`src/rtl/codedet_pkg.sv`:
```
package codedet_pkg;

    localparam int HIST_W = 16;

    typedef logic [4:0] pat_len_t;

    // Length select: 1..8 literal, anything else means 16 bits.
    function automatic pat_len_t decode_len(input logic [3:0] sel);
        if (sel >= 4'd1 && sel <= 4'd8) begin
            return pat_len_t'(sel);
        end
        return 5'd16;
    endfunction

    // Lengths of 8 and 16 compare a full 16-bit history; shorter ones only N bits.
    function automatic logic [HIST_W-1:0] ref_mask(input pat_len_t len);
        logic [HIST_W-1:0] m;
        m = '0;
        for (int i = 0; i < HIST_W; i++) begin
            m[i] = (len >= 5'd8) || (5'(i) < len);
        end
        return m;
    endfunction

    // Reference image of the history when the code sits in phase.
    function automatic logic [HIST_W-1:0] ref_image(input pat_len_t len,
                                                    input logic [7:0] a,
                                                    input logic [7:0] b);
        logic [HIST_W-1:0] w;
        if (len >= 5'd8) begin
            w = {a, b};
        end else begin
            w = {8'h00, a} >> (5'd8 - len);
        end
        return w;
    endfunction

endpackage

```
`src/rtl/codedet_history.sv`:
```
module codedet_history
    import codedet_pkg::*;
(
    input  logic              clk,
    input  logic              rst_n,
    input  logic              bit_en,
    input  logic              rx_bit,
    input  pat_len_t          len,
    input  logic [HIST_W-1:0] ref_pat,
    input  logic [HIST_W-1:0] ref_msk,
    output logic              mism,
    output logic              aligned
);

    typedef struct packed {
        logic [HIST_W-1:0] hist;
    } hist_state_t;

    hist_state_t st_d, st_q;
    logic [3:0]  lag_idx;
    logic        lag_bit;

    always_comb begin
        st_d    = st_q;
        lag_idx = 4'(len - 5'd1);
        lag_bit = st_q.hist[lag_idx];
        mism    = bit_en && (rx_bit != lag_bit);
        if (bit_en) begin
            st_d.hist = {st_q.hist[HIST_W-2:0], rx_bit};
        end
        aligned = bit_en && ((st_d.hist & ref_msk) == (ref_pat & ref_msk));
    end

    always_ff @(posedge clk or negedge rst_n) begin
        if (!rst_n) begin
            st_q <= '0;
        end else begin
            st_q <= st_d;
        end
    end

    AST_HIST_HOLD: assert property (@(posedge clk) disable iff (!rst_n)
        !bit_en |=> $stable(st_q.hist));

endmodule

```
`src/rtl/codedet_integrator.sv`:
```
module codedet_integrator #(
    parameter int WINDOW_BITS = 46320,
    parameter int ERR_LIMIT   = 1645
) (
    input  logic clk,
    input  logic rst_n,
    input  logic bit_en,
    input  logic restart,
    input  logic mism,
    input  logic aligned,
    output logic present
);

    localparam int CNT_W = (WINDOW_BITS > 2) ? $clog2(WINDOW_BITS) : 1;
    localparam int ERR_W = $clog2(ERR_LIMIT + 2);
    localparam logic [CNT_W-1:0] WIN_LAST = CNT_W'(WINDOW_BITS - 1);
    localparam logic [ERR_W-1:0] ERR_SAT  = ERR_W'(ERR_LIMIT + 1);

    typedef struct packed {
        logic [CNT_W-1:0] win_cnt;
        logic [ERR_W-1:0] err_cnt;
        logic             seen;
        logic             present;
    } integ_state_t;

    integ_state_t     st_d, st_q;
    logic [ERR_W-1:0] err_next;
    logic             seen_next;
    logic             win_end;

    always_comb begin
        st_d      = st_q;
        err_next  = st_q.err_cnt;
        if (mism && (st_q.err_cnt != ERR_SAT)) begin
            err_next = st_q.err_cnt + 1'b1;
        end
        seen_next = st_q.seen | aligned;
        win_end   = bit_en && (st_q.win_cnt == WIN_LAST);

        if (restart) begin
            st_d = '0;
        end else if (bit_en) begin
            if (win_end) begin
                st_d.present = (err_next != ERR_SAT) && seen_next;
                st_d.win_cnt = '0;
                st_d.err_cnt = '0;
                st_d.seen    = 1'b0;
            end else begin
                st_d.win_cnt = st_q.win_cnt + 1'b1;
                st_d.err_cnt = err_next;
                st_d.seen    = seen_next;
            end
        end
    end

    always_ff @(posedge clk or negedge rst_n) begin
        if (!rst_n) begin
            st_q <= '0;
        end else begin
            st_q <= st_d;
        end
    end

    assign present = st_q.present;

    AST_NO_OVERFLOW: assert property (@(posedge clk) disable iff (!rst_n)
        st_q.err_cnt <= ERR_SAT);

    AST_SET_AT_WINDOW_END: assert property (@(posedge clk) disable iff (!rst_n)
        $rose(st_q.present) |-> $past(win_end && !restart));

    AST_FALL_CAUSE: assert property (@(posedge clk) disable iff (!rst_n)
        $fell(st_q.present) |-> $past(restart || win_end));

    AST_RESTART_CLEARS: assert property (@(posedge clk) disable iff (!rst_n)
        restart |=> (!st_q.present && st_q.win_cnt == '0));

    AST_IDLE_HOLD: assert property (@(posedge clk) disable iff (!rst_n)
        (!bit_en && !restart) |=> ($stable(st_q.win_cnt) && $stable(st_q.present)));

endmodule

```
`src/rtl/repeat_code_detector.sv`:
```
module repeat_code_detector
    import codedet_pkg::*;
#(
    parameter int WINDOW_BITS = 46320,
    parameter int ERR_LIMIT   = (WINDOW_BITS * 3) / 100 + WINDOW_BITS / 193 + HIST_W
) (
    input  logic       clk,
    input  logic       rst_n,
    input  logic       bit_en,
    input  logic       rx_bit,
    input  logic [3:0] len_sel,
    input  logic [7:0] code_a,
    input  logic [7:0] code_b,
    input  logic       code_a_wr,
    output logic       code_present
);

    pat_len_t          len;
    logic [HIST_W-1:0] ref_pat;
    logic [HIST_W-1:0] ref_msk;
    logic              mism;
    logic              aligned;

    always_comb begin
        len     = decode_len(len_sel);
        ref_pat = ref_image(len, code_a, code_b);
        ref_msk = ref_mask(len);
    end

    codedet_history u_hist (
        .clk     (clk),
        .rst_n   (rst_n),
        .bit_en  (bit_en),
        .rx_bit  (rx_bit),
        .len     (len),
        .ref_pat (ref_pat),
        .ref_msk (ref_msk),
        .mism    (mism),
        .aligned (aligned)
    );

    codedet_integrator #(
        .WINDOW_BITS (WINDOW_BITS),
        .ERR_LIMIT   (ERR_LIMIT)
    ) u_integ (
        .clk     (clk),
        .rst_n   (rst_n),
        .bit_en  (bit_en),
        .restart (code_a_wr),
        .mism    (mism),
        .aligned (aligned),
        .present (code_present)
    );

endmodule

```
`config.mk`:
```
export PLATFORM = sky130hd
export DESIGN_NAME = repeat_code_detector
export DESIGN_NICKNAME = d
export VERILOG_FILES = /design/src/rtl/codedet_pkg.sv /design/src/rtl/codedet_history.sv /design/src/rtl/codedet_integrator.sv /design/src/rtl/repeat_code_detector.sv
export SDC_FILE = /design/constraint.sdc
export NUM_CORES = 1
export LEC_CHECK = 0
export BUFFER_PORTS_ARGS = -buffer_cell sky130_fd_sc_hd__buf_2
export CAP_MARGIN = 20
export CORE_AREA = 2 2 84 70
export CTS_CLUSTER_SIZE = 10
export DETAILED_ROUTE_END_ITERATION = 7
export DIE_AREA = 0 0 86 72
export PLACE_DENSITY = 0.83
export RECOVER_POWER = 50
export SLEW_MARGIN = 20
export SYNTH_ARGS = -nofsm -noshare
export SYNTH_HDL_FRONTEND = slang
export SYNTH_SLANG_ARGS = --single-unit
export TNS_END_PERCENT = 50
```
`constraint.sdc`:
```
create_clock -name clk -period 7.7 [get_ports clk]
set_input_delay 1.155 -clock clk [delete_from_list [all_inputs] [get_ports clk]]
set_output_delay 1.155 -clock clk [all_outputs]
set_load 0.02 [all_outputs]
```
# --- Word level (Yosys, flattened, before mapping) ---
# Cells that the tools add are included.
totals:
  out_inout_bits: 1
  mem_bits_ro: 0
  memories: 0
  latchBits: 0
  ramBits: 0
  inputBits: 25
  wordCells: 75
  regBits: 45
classes:
  n_addsub: 4
  n_shift: 1
  n_mul: 0
  n_reduce_logical: 25
  n_div: 0
  n_eq_ne: 5
  muxes: 12
  order_cmp: 20
  bitwise: 3
ops:
  columns: ["op", "count"]
  rows:
  - ["2-to-1 mux 29 bit", 2]
  - ["less-than comparator 4 x 5 -> 1 bit, first input constant", 8]
  - ["bitwise AND 16 bit", 2]
  - ["2-to-1 mux 16 bit", 2]
  - ["2-to-1 mux 28 bit", 1]
  - ["!= test 11 bit, second input constant", 2]
  - ["less-than comparator 3 x 5 -> 1 bit, first input constant", 4]
  - ["adder 16 x 1 -> 16 bit, second input constant", 1]
  - ["equality test 16 bit", 1]
  - ["equality test 16 bit, second input constant", 1]
  - ["logical OR 1 bit", 16]
  - ["right shift 8 x 5 -> 16 bit", 1]
  - ["adder 11 x 1 -> 11 bit, second input constant", 1]
  - ["2-to-1 mux 11 bit", 1]
  - ["less-than comparator 1 x 5 -> 1 bit, first input constant", 2]
  - ["less-than comparator 2 x 5 -> 1 bit, first input constant", 2]
  - ["2-to-1 mux 5 bit", 2]
  - ["logical AND 1 bit", 6]
  - ["greater-or-equal comparator 5 x 4 -> 1 bit, second input constant", 1]
  - ["less-than comparator 4 x 5 -> 1 bit, second input constant", 1]
  - ["subtractor 4 x 5 -> 5 bit, first input constant", 1]
  - ["binary-select mux 1 bit (select 4 bit)", 1]
  - ["greater-or-equal comparator 4 x 1 -> 1 bit, second input constant", 1]
  - ["<= comparator 4 bit, second input constant", 1]
  - ["6 further kinds", 9]

# --- Longest topological paths before layout ---
logic_depth:
  depth_word: 16
  ltp_mapped: 15
  depth_no_buf: 13

# --- Hierarchy ---
# Synthesis repeated with hierarchy kept, for this count alone.
hier_totals:
  hier_cells: 337
  hier_area_um2: 3276.9
modules_own_cells:
  columns: ["module", "cells_per_inst", "n_inst", "seq_area_each_um2", "area_per_inst_um2"]
  rows:
  - ["codedet_integrator", 184, 1, 725.7, 1720.4]
  - ["codedet_history", 77, 1, 400.4, 1008.5]
  - ["repeat_code_detector", 76, 1, 0.0, 548.0]

# --- Worst setup path after synthesis ---
# No wires, ideal clock.
synth_path:
  path_type: "in2reg"
  start: "in len_sel[0]"
  end: "reg u_integ.st_q, in the netlist u_integ.present"
  path_stages: 14
  setup_ps: 126
  t_arrival_ps: 4215
  slack_ps: 3358
  path_buffers: 2
  required_time_ps: 7574
  path_cell_list: "buf_2 > nor2b_1 > inv_1 > ha_1 > xnor2_4 > mux4_2 > a22oi_2 > mux2i_1 > nand2_2 > and2_4 > buf_6 > o211a_1 > nor4_2 > o21ai_1"
synth_via:
  elab_chain_len: 16
  word_cells_on_any_way: 59
  cone_classes: "2 x add/sub; 19 x order compare; 3 x eq/ne; 1 x shift; 10 x mux; 3 x bitwise; 21 x reduce/logical"
synth_lines:
  columns: ["element", "line_no", "source"]
  rows:
  - ["from (decl)", "repeat_code_detector.sv:11", "input logic [3:0] len_sel,"]
  - ["greater-or-equal comparator 4 x 1 -> 1 bit or <= comparator 4 bit (tied branches)", "codedet_pkg.sv:9", "if (sel >= 4'd1 && sel <= 4'd8) begin"]
  - ["logical AND 1 bit", "codedet_pkg.sv:9", null]
  - ["2-to-1 mux 1 bit", "codedet_pkg.sv:9", null]
  - ["2-to-1 mux 5 bit (*)", "codedet_pkg.sv:12", "return 5'd16;"]
  - ["subtractor 4 x 1 -> 4 bit", "codedet_history.sv:25", "lag_idx = 4'(len - 5'd1);"]
  - ["binary-select mux 1 bit (select 4 bit)", "codedet_history.sv:26", "lag_bit = st_q.hist[lag_idx];"]
  - ["2-to-1 mux 1 bit (not written as such)", "codedet_history.sv:26", null]
  - ["!= test 1 bit", "codedet_history.sv:27", "mism = bit_en && (rx_bit != lag_bit);"]
  - ["logical AND 1 bit", "codedet_history.sv:27", null]
  - ["logical AND 1 bit", "codedet_integrator.sv:34", "if (mism && (st_q.err_cnt != ERR_SAT)) begin"]
  - ["2-to-1 mux 11 bit", "codedet_integrator.sv:34", null]
  - ["!= test 11 bit", "codedet_integrator.sv:44", "st_d.present = (err_next != ERR_SAT) && seen_next;"]
  - ["logical AND 1 bit (*)", "codedet_integrator.sv:44", null]
  - ["2-to-1 mux 1 bit (*)", "codedet_integrator.sv:43", "if (win_end) begin"]
  - ["2-to-1 mux 29 bit (*)", "codedet_integrator.sv:42", "end else if (bit_en) begin"]
  - ["2-to-1 mux 29 bit (*)", "codedet_integrator.sv:40", "if (restart) begin"]
  - ["to (signal assigned)", "codedet_integrator.sv:60", "st_q <= st_d;"]
  - ["to (decl)", "codedet_integrator.sv:26", "integ_state_t st_d, st_q;"]
# Mark *: on every way between the ends. The rest lies on a longest branch, timed or not. The select of a mux whose other input is x is not followed.
# A chain may end at the register's enable or synchronous reset.

# --- Worst setup path in the final report ---
# Ends and elaborated chain as after synthesis.

==> metrics.cfg <==
[run_status]
status=finished, violations left
failed_checks=max-capacitance violations, max-slew violations

[cells_and_area]
nets=382
area_delta_synth_final_pct=6.63
final_cell_area_sq_um=3320
diodes=0
layout-drive-gt1-share_pct=18.4

[critical_path]
cp_max_fo=20
cp-start-kind=input pin
crit_arrival_ps=4670
path_cells=buf_2 -> nor2b_1 -> inv_1 -> ha_1 -> mux4_1 -> o21ai_0 -> nand4_1 -> a31o_2 -> o311a_2 -> a211oi_2 -> mux2i_1 -> a21oi_2 -> nor4_2 -> o21ai_1
worstPathRequired_ps=7890
path_buf_inv=2
crit_type=input pin to flip-flop
cp-end-kind=flip-flop
critical-path-top-delay-family=compound AO/OA/AOI/OAI gates
cp_slowest_cell=ha_1
slowest_delay_ps=620

[synthesis]
ys_seq_area_share_pct=36.2
synth_edf_count=0
synth_compound_area_share_pct=14.9
synth_top_area_share_pct=36.2
yosys-top-cells-area=dfrtp_1, xor2_1, mux2_2, nor2_1, nand2_1
ys.flop_type=dfrtp_1
synth_cells=338
synth_adder_area_share_pct=1.61
synth_top_family_by_area=simple AND/OR/NAND/NOR gates
synth_xor_area_share_pct=10.4
synth.area.mux_share_pct=11.0
synth-seq-cells=45
ys_top_cells_by_count=dfrtp_1, nor2_1, nand2_1
yosys.area.top_type=dfrtp_1
syn-cell-area_sq_um=3110
synth_cell_types=61
ys_warn_count=0
yosys.area_share.simple_pct=22.1
synth-async-reset-ratio_pct=100
synth_nets=367
avgSynthCellArea_sq_um=9.21
yosysMostFrequentCell=dfrtp_1

[placed_design]
gp_congestion=0.926
place_hpwl_mm=5.09
portBuffers=25
place_area_sq_um=3230

[floorplan]
coreArea_sq_um=5320
dieArea_sq_um=6190
start_util_pct=58.6
die_y_um=72
design.portCount=26
fp.dieW_um=86
row_count=24

[clock_tree]
htree_num_levels=2
numCtsBuffers=5
clkSlewWorstSetupHoldPaths_ps=90
postCtsSetupBuffers=0
clockBufferDepth=2
ctsResizeCount=0
postCtsHoldBufs=0
clkSinkCount=45
cts_tree=done
clock_tree.root_cell=clkbuf_8
clock_latency_ps=310

[pwr]
max-vdd-ir-drop_v=0.000165
p_total_uw=639
power_density_nw_per_um2=193
p_leak_uw=0.00137

[sta]
grt_setup_unrepaired=no
slew_viol_final=46
fmax_mhz=223
finalSetupTns_ps=0
setup_viol=0
finalCritPeriodShare_pct=58.1
hold_viol_final=0
max_slew.worst_pin.slew_ps=2400
fin_crit_ps=4480
maxSlewHeadroom_pct=-60.0
whs_ps=521
skew_ps=5.50

[drt]
post_drt_wl_per_cell_um=16.4
drt_iter0_drc=186
drtPass1Iterations=5
post-route-drc-count=0
wirelength_mm=6.89
vias=2603
via_per_inst=6.21
ant_nets=0

[run]
drv_cap=1

[grt]
grt_max_degree=46
grt_pass1_vias=2574
antenna_found_initial=0
grt_pass1_wl_mm=11.8
overflow=0
grt_usage_pct=24.0

[min_path]
min_path_type=flip-flop to flip-flop

[power breakdown]
group          internal, uW  total (uW)  leakage, uW  switching (uW)
sequential              270         299     0.000595            28.9
combinational          87.3         185     0.000726            97.7
clock                  72.8         155    0.0000512            82.7
[final cells by class]
type / instances / area [sq um]
Fill cell: 465 / 1990
Multi-Input combinational cell: 270 / 1870
Sequential cell: 45 / 1130
Timing Repair Buffer: 25 / 124
Clock buffer: 6 / 82.6
Tap cell: 65 / 81.3
Inverter: 6 / 22.5
Clock inverter: 2 / 13.8
[metrics by stage]
stage               utilization [%]  setup WS, ps  cells
detailed placement             60.7          3010    411
finish                         62.5          3220    419
floorplan                         -          3360    338
global placement               60.7          3110    411
global route                   62.5          3000    419
CTS                            62.5          3320    419
[sequential cells by signal (all words and copies together), names as in the netlist]
name,cells
u_integ.present,1
u_hist.st_q,16
u_integ.st_q,28
[worst paths after layout]
| kind | slack (ps) | start | cells after the start | to |
|---|---|---|---|---|
| worst max-delay path | 3220 | len_sel[0] | 14 | u_integ.present |
| worst min-delay path | 520 | u_hist.st_q[10] | 1 | u_hist.st_q[10] |
| worst max register to register | 4950 | u_hist.st_q[9] | 10 | u_integ.present |
| worst min register to register | 520 | u_hist.st_q[10] | 1 | u_hist.st_q[10] |
| max in group asynchronous | 4770 | rst_n | 1 | u_integ.st_q[20] |
| min in group asynchronous | 1570 | rst_n | 1 | u_integ.st_q[4] |
[routing by layer]
metal	vias to the layer above	GRT usage, %	part of all wire [%]
met5	-	0	0
met4	0	10.6	2.2
met3	15	4.21	5.9
met2	104	38.2	46
met1	1217	32.6	46
li1	1267	-	-
[cells by family (layout without fill, tap and decap cells)]
family / Yosys count / count (layout)
simple gates: 134 / 134
compound gates: 69 / 69
flops: 45 / 45
xor+xnor: 35 / 35
mux: 28 / 28
buf+inv: 23 / 39
fa+ha+maj: 4 / 4
[placed cells by master (no fill, tap or decap), types with 3 or more instances in the layout]
cell type,Yosys,routed
inv_1,6,6
xnor2_1,12,12
and3_1,7,7
o21ai_0,21,21
nor4_1,4,4
dfrtp_1,45,45
nand2b_1,3,3
nor2_1,34,34
buf_2,1,24
nand3_1,12,12
a22o_1,3,3
nand2_1,30,30
clkbuf_8,0,6
nand4_1,9,9
a211oi_1,4,4
a31oi_1,6,6
ha_1,4,4
nor3_1,11,11
nor2b_1,5,5
a22oi_1,4,4
o31ai_1,3,3
mux2_2,16,16
mux2i_1,9,9
o21ai_1,3,3
nand3b_1,3,3
a21oi_1,8,8
xor2_1,22,22
Note: power is estimated with default switching activity, not from simulation.
